File: src/rtl/sample_fifo_dma.sv
module sample_fifo_dma #(
  parameter int DATA_W = 32,
  parameter int DEPTH  = 64,
  parameter int ADDR_W = 12
) (
  input  logic              clk,
  input  logic              rst_n,
  input  logic              smp_valid,
  input  logic [DATA_W-1:0] smp_data,
  input  logic              bus_rd,
  input  logic              bus_wr,
  input  logic [ADDR_W-1:0] bus_addr,
  input  logic [DATA_W-1:0] bus_wdata,
  output logic [DATA_W-1:0] bus_rdata,
  input  logic              dma_ack,
  output logic              dma_req,
  output logic              overflow
);
  localparam int PTR_W = $clog2(DEPTH);
  localparam int CNT_W = PTR_W + 1;
  localparam logic [ADDR_W-1:0] OFS_DATA = ADDR_W'(12'h000);
  localparam logic [ADDR_W-1:0] OFS_THD  = ADDR_W'(12'h100);
  localparam logic [ADDR_W-1:0] OFS_STAT = ADDR_W'(12'h104);
  localparam logic [CNT_W-1:0]  CNT_FULL = CNT_W'(DEPTH);

  logic [DATA_W-1:0] mem [DEPTH];
  logic [PTR_W-1:0]  wptr, rptr, thd;
  logic [CNT_W-1:0]  count;
  logic [DATA_W-1:0] reg_val;

  wire empty   = (count == '0);
  wire full    = (count == CNT_FULL);
  wire rd_data = bus_rd && (bus_addr == OFS_DATA);
  wire pop_req = rd_data || dma_ack;
  wire pop     = pop_req && !empty;
  wire push    = smp_valid && (!full || pop);

  assign dma_req = (thd != '0) && (count >= {1'b0, thd});

  always_ff @(posedge clk)
    if (push) mem[wptr] <= smp_data;

  always_ff @(posedge clk) begin
    if (!rst_n) begin
      wptr     <= '0;
      rptr     <= '0;
      count    <= '0;
      overflow <= 1'b0;
    end else begin
      if (push) wptr <= wptr + 1'b1;
      if (pop)  rptr <= rptr + 1'b1;
      count    <= count + CNT_W'(push) - CNT_W'(pop);
      overflow <= overflow || (smp_valid && !push);
    end
  end

  always_ff @(posedge clk) begin
    if (!rst_n) thd <= '0;
    else if (bus_wr && bus_addr == OFS_THD) thd <= bus_wdata[PTR_W-1:0];
  end

  always_comb begin
    reg_val = '0;
    if (bus_addr == OFS_THD) reg_val[PTR_W-1:0] = thd;
    else if (bus_addr == OFS_STAT) begin
      reg_val[CNT_W-1:0] = count;
      reg_val[8]         = !empty;
    end
  end

  always_ff @(posedge clk) begin
    if (!rst_n)       bus_rdata <= '0;
    else if (pop_req) bus_rdata <= empty ? '0 : mem[rptr];
    else if (bus_rd)  bus_rdata <= reg_val;
  end
endmodule

File: config.mk
export PLATFORM = sky130hd
export DESIGN_NAME = sample_fifo_dma
export DESIGN_NICKNAME = d
export VERILOG_FILES = /design/src/rtl/sample_fifo_dma.sv
export SDC_FILE = /design/constraint.sdc
export NUM_CORES = 2
export LEC_CHECK = 0
export CAP_MARGIN = 10
export CORE_MARGIN = 3
export CORE_UTILIZATION = 25
export DETAILED_ROUTE_END_ITERATION = 6
export GPL_ROUTABILITY_DRIVEN = 0
export HOLD_SLACK_MARGIN = 0.05
export PLACE_DENSITY = 0.46
export REMOVE_ABC_BUFFERS = 1
export SETUP_SLACK_MARGIN = 0.15
export SLEW_MARGIN = 10
export SYNTH_ARGS = -nofsm -noshare
export SYNTH_HDL_FRONTEND = slang
export SYNTH_SLANG_ARGS = --single-unit
File: constraint.sdc
create_clock -name clk -period 5.4 [get_ports clk]
set_input_delay 1.08 -clock clk [delete_from_list [all_inputs] [get_ports clk]]
set_output_delay 1.08 -clock clk [all_outputs]
set_load 0.02 [all_outputs]
After elaboration in Yosys (flattened, before gate mapping) --
Memories as Yosys holds them, arrays and structs flattened. A register that Yosys moved wholly into a read port is not among the register bits. Cells that the tools add are included.
Operators by class: $add $sub $neg 4, order comparisons 1, equality and inequality tests 3, muxes and demuxes 12, reduce and logical (&&, ||, !) cells 16
Operator list (count):
- $mux 32 | 3
- $eq 12x9->1 const B | 2
- $mux 6 | 3
- $add 6x1->6 const B | 2
- $logic_not 12->1 | 1
- $add 7x1->7 | 1
- $eq 7x7->1 const B | 1
- $ge 7x6->1 | 1
- $logic_not 7->1 | 1
- $mux 7 | 1
- $sub 7x1->7 | 1
- $logic_and 1x1->1 | 6
- $reduce_bool 6->1 | 1
- $mux 1 | 5
- $logic_not 1->1 | 3
- $logic_or 1x1->1 | 3
- $reduce_bool 2->1 | 1
Storage, ports and cells: register bits 58, RAM bits 2048, input port bits 82, output and inout port bits 34, memories 1
Memory list:
- mem | depth 64, bits a word 32, read ports 1, clocked after memory_dff 1, wr ports 1, RTL line 26 | logic [DATA_W-1:0] mem [DEPTH];

Depth between registers and ports, before layout --
depth after elaboration 9, depth in mapped cells 15, depth with buffers taken out 15

Least setup slack after synthesis --
Ideal clock, no wire load.
path type input-to-reg, start input bus_addr[2], end memory mem[62][0] (enable), setup time 421 ps, arrival time 3916 ps, setup slack 1063 ps, cell stages on the path 7, cells stage by stage buf_2 nor3b_1 a41oi_2 and3_1 nor2_1 nand4_1 nor2_1
Between the ends: word-level cells in the longest chain between the ends 8
RTL lines:
- from (decl) | RTL line 12 | input logic [ADDR_W-1:0] bus_addr,
- $logic_not 12->1 | RTL line 33 | wire rd_data = bus_rd && (bus_addr == OFS_DATA);
- $logic_and 1x1->1 | RTL line 33
- $logic_or 1x1->1 | RTL line 34 | wire pop_req = rd_data || dma_ack;
- $logic_and 1x1->1 | RTL line 35 | wire pop = pop_req && !empty;
- $logic_or 1x1->1 | RTL line 36 | wire push = smp_valid && (!full || pop);
- $logic_and 1x1->1 | RTL line 36
- $mux 1 | RTL line 41 | if (push) mem[wptr] <= smp_data;
- $mux 1 (not written as such) | RTL line 41
- to (decl) | RTL line 26
Every way passes these cells.

Worst setup path after layout --
start register count[0], end output dma_req
Between the ends: word-level cells in the longest chain between the ends 2
RTL lines:
- from (decl) | RTL line 28 | logic [CNT_W-1:0] count;
- from (signal assigned) | RTL line 52 | count <= count + CNT_W'(push) - CNT_W'(pop);
- $ge 7x6->1 | RTL line 38 | assign dma_req = (thd != '0) && (count >= {1'b0, thd});
- $logic_and 1x1->1 | RTL line 38
- to (decl) | RTL line 16 | output logic dma_req,
Every way passes these cells.

==> load_flow_metrics.sql <==
INSERT INTO impl_metrics (metric_group, metric, value, unit) VALUES
('run_status', 'outcome', 'completed', ''),
('synthesis', 'post_synth_fa_ha_maj_area_fraction', '0.272', '%'),
('cts', 'cts_sinks', '2112', ''),
('place', 'detailed_place_hpwl', '140000', 'µm'),
('floorplan', 'design.portCount', '116', ''),
('synthesis', 'postSynthCellCount', '3606', ''),
('sta', 'clock-skew-final', '0.0577', 'ns'),
('synthesis', 'area_share_of_the_largest_cell_type_after_synthesis', '75.9', '%'),
('finish', 'post_route_cells_drive_above_1_share', '29.4', '%'),
('synthesis', 'yosysMostFrequentCell', 'sky130_fd_sc_hd__edfxtp_1', ''),
('finish', 'finish.cell_count_without_fillers', '8448', ''),
('power_and_ir_drop', 'irDropWorstVdd', '0.337', 'mV'),
('critical_path', 'critical_path.most_common_cell', 'sky130_fd_sc_hd__a21o_1', ''),
('synthesis', 'synth.mux.area_fraction', '16.8', '%'),
('critical_path', 'critical-path-top-delay-family', 'compound AO/OA/AOI/OAI gates', ''),
('synthesis', 'yosys.cell_types.count', '56', ''),
('critical_path', 'worstSetupStartpointType', 'flop', ''),
('global_routing', 'grt_start_max_net_pins', '71', ''),
('cts', 'cts-resized-gates', '0', ''),
('cts', 'worstSkewPairLatency', '0.86', 'ns'),
('floorplan', 'fp.dieArea', '331000', 'µm²'),
('sta', 'grt_setup_unrepaired', 'false', ''),
('sta', 'timing.max_slew.rel_slack', '17.5', '%'),
('synthesis', 'async_flop_share', '0', '%'),
('critical_path', 'setup.worst_path.end', 'dma_req', ''),
('route', 'detail_route.wirelength', '227000', 'µm'),
('critical_path', 'r2r-end', 'count[6]$_SDFF_PN0_', ''),
('critical_path', 'timing.reg2reg.worst_path_depth', '15', ''),
('place', 'portBuffers', '89', ''),
('critical_path', 'critPathCaptureType', 'output pin', ''),
('cts', 'clk_pin_slew', '0.06', 'ns'),
('cts', 'clk_path_buf_depth', '3', ''),
('finish', 'finish.net_count', '4042', ''),
('cts', 'cts.root.buffer_cell', 'sky130_fd_sc_hd__clkbuf_16', ''),
('critical_path', 'critPathBufInv', '2', ''),
('cts', 'cts_setup_buffers', '0', ''),
('critical_path', 'critical_path.reg2reg.startpoint', 'count[5]$_SDFF_PN0_', ''),
('critical_path', 'timing.critical_path.cells', 'inv_1, ha_1, nand2b_1, a21o_1, a21o_1, a21o_1, a21o_1, a211oi_1, a31oi_1, clkdlybuf4s50_1', ''),
('synthesis', 'synth.yosys.warnings', '0', ''),
('synthesis', 'syn_area', '81000', 'µm²'),
('synthesis', 'synth_area_leader_cell', 'sky130_fd_sc_hd__edfxtp_1', ''),
('critical_path', 'worst-setup-path-type', 'flop to output pin', ''),
('sta', 'layout_min_cycle_time', '4.49', 'ns'),
('synthesis', 'synth-compound-area-share', '2.05', '%'),
('route', 'routed-via-count', '38364', ''),
('route', 'drt.antenna.violating_nets', '0', ''),
('power_and_ir_drop', 'power_density', '406', 'nW/µm²'),
('route', 'wl_per_cell', '26.9', 'µm'),
('cts', 'cts-buffers-inserted', '222', ''),
('hold_path', 'hold_class', 'flop to flop', ''),
('floorplan', 'fp.dieW', '575', 'µm'),
('sta', 'hold_viol_final', '0', ''),
('power_and_ir_drop', 'static-leakage-power', '28.5', 'nW'),
('cts', 'cts_hold_repair.buffers', '0', ''),
('synthesis', 'largest_family_of_logic_cells_by_synthesized_area', 'multiplexers', ''),
('route', 'detail_route.first_pass.iterations', '5', ''),
('place', 'placedCellCount', '8024', ''),
('run', 'drv_cap', '0', ''),
('route', 'route.detailed.vias_per_inst', '4.54', ''),
('synthesis', 'synth_seq_cells', '2112', ''),
('floorplan', 'core.rowCount', '208', ''),
('global_routing', 'grt.total_usage', '13.5', '%'),
('cts', 'tritoncts', 'yes', ''),
('synthesis', 'synth.area.top_cells', 'sky130_fd_sc_hd__edfxtp_1 (76%), sky130_fd_sc_hd__mux4_2 (15%), sky130_fd_sc_hd__dfxtp_1 (1.6%)', ''),
('global_routing', 'grt_pass1_wl', '319000', 'µm'),
('critical_path', 'cpPeakStageDelay', '0.60', 'ns'),
('synthesis', 'ys.flop_type', 'sky130_fd_sc_hd__edfxtp_1', ''),
('critical_path', 'startpoint', 'count[0]$_SDFF_PN0_', ''),
('finish', 'area_growth_syn_to_layout', '18.7', '%'),
('critical_path', 'timing.critical_path.depth', '10', ''),
('sta', 'timing_max_transition_violations_final', '0', '');
==> stage by stage <==
step | worst slack, ns | power (mW) | TNS, ns | utilization, % | area, µm²
floorplan | -16.13 | 22.1 | -510.81 | - | 79900
global placement | 0.321 | 24.3 | 0 | 27.6 | 88800
detailed placement | 0.385 | 24.3 | 0 | 27.6 | 88800
CTS | 0.816 | 39.6 | 0 | 29.9 | 96100
global route | 0.760 | 40.5 | 0 | 29.9 | 96100
finish | 0.909 | 39.0 | 0 | 29.9 | 96100
==> flip-flops by register name, summed over array words and instances, names as in the netlist, named ones only <==
name	flops
mem	2048
wptr	6
bus_rdata	32
thd	6
rptr	6
overflow	1
count	7
==> power breakdown <==
part           switching [mW]  internal (mW)
clock network            6.43           8.85
logic                    2.92           2.48
registers               0.232           18.1
==> logic make-up (layout without fill, tap and decap cells) <==
logic type	Yosys count	after routing
XOR/XNOR	13	13
adder cells (fa/ha/maj)	17	17
multiplexers	684	684
buffers and inverters	211	743
flip-flops	2112	2112
other	0	5
AND/OR/NAND/NOR	309	309
AO/OA/AOI/OAI	260	260
==> final cells by class <==
type,instances,area [µm²],share of cell area [%]
Multi-Input combinational cell,1283,17600,18.3
Sequential cell,2112,62800,65.3
Tap cell,4305,5390,5.60
Clock buffer,290,5920,6.16
Antenna cell,5,12.5,0.0130
Inverter,15,58.8,0.0612
Timing Repair Buffer,309,2970,3.09
Clock inverter,129,1410,1.46
==> per-layer routing <==
| metal | up-vias | GRT usage [%] | part of all wire [%] |
|---|---|---|---|
| met5 | - | 0 | 0 |
| met4 | 0 | 2.83 | 1.9 |
| met3 | 254 | 2.19 | 5.0 |
| met2 | 1059 | 21.8 | 48 |
| met1 | 21074 | 19.2 | 45 |
| li1 | 15977 | - | - |
==> how the worst min path moves through the flow <==
stage	from	end	depth (start not counted)	slack (ns)
after detailed placement	bus_rdata[15]$_SDFFE_PN0P_	bus_rdata[15]$_SDFFE_PN0P_	2	0.44
after floorplan	rptr[5]$_SDFFE_PN0N_	flop	2	0.46
final	bus_rdata[15]$_SDFFE_PN0P_	bus_rdata[15]$_SDFFE_PN0P_	2	0.45
after global routing	bus_rdata[15]$_SDFFE_PN0P_	bus_rdata[15]$_SDFFE_PN0P_	2	0.48
after CTS	bus_rdata[15]$_SDFFE_PN0P_	bus_rdata[15]$_SDFFE_PN0P_	2	0.45
after global placement	bus_rdata[15]$_SDFFE_PN0P_	bus_rdata[15]$_SDFFE_PN0P_	2	0.45
==> tightest hold or removal path: stages (launching register included) <==
cell and delay [ns]:
sky130_fd_sc_hd__dfxtp_1 0.31, sky130_fd_sc_hd__nand2_1 0.05, sky130_fd_sc_hd__o21ai_1 0.05
==> cell usage in the layout, fill, tap and decap left out, types with 24 or more instances in the layout <==
cell and n:
sky130_fd_sc_hd__a21oi_1 47, sky130_fd_sc_hd__a22oi_1 53, sky130_fd_sc_hd__buf_12 47, sky130_fd_sc_hd__buf_2 32, sky130_fd_sc_hd__buf_4 173, sky130_fd_sc_hd__clkbuf_1 59, sky130_fd_sc_hd__clkbuf_16 224, sky130_fd_sc_hd__clkdlybuf4s50_1 57
sky130_fd_sc_hd__clkinv_1 38, sky130_fd_sc_hd__clkinv_2 43, sky130_fd_sc_hd__dfxtp_1 59, sky130_fd_sc_hd__edfxtp_1 2048, sky130_fd_sc_hd__mux2i_1 125, sky130_fd_sc_hd__mux4_2 538, sky130_fd_sc_hd__nand2_1 68, sky130_fd_sc_hd__nand3_1 24
sky130_fd_sc_hd__nor2_1 45, sky130_fd_sc_hd__nor2_4 65, sky130_fd_sc_hd__nor2b_1 32, sky130_fd_sc_hd__o21ai_0 37, sky130_fd_sc_hd__o21ai_1 25, sky130_fd_sc_hd__o22ai_1 28
Note: power is estimated with default switching activity, not from simulation.
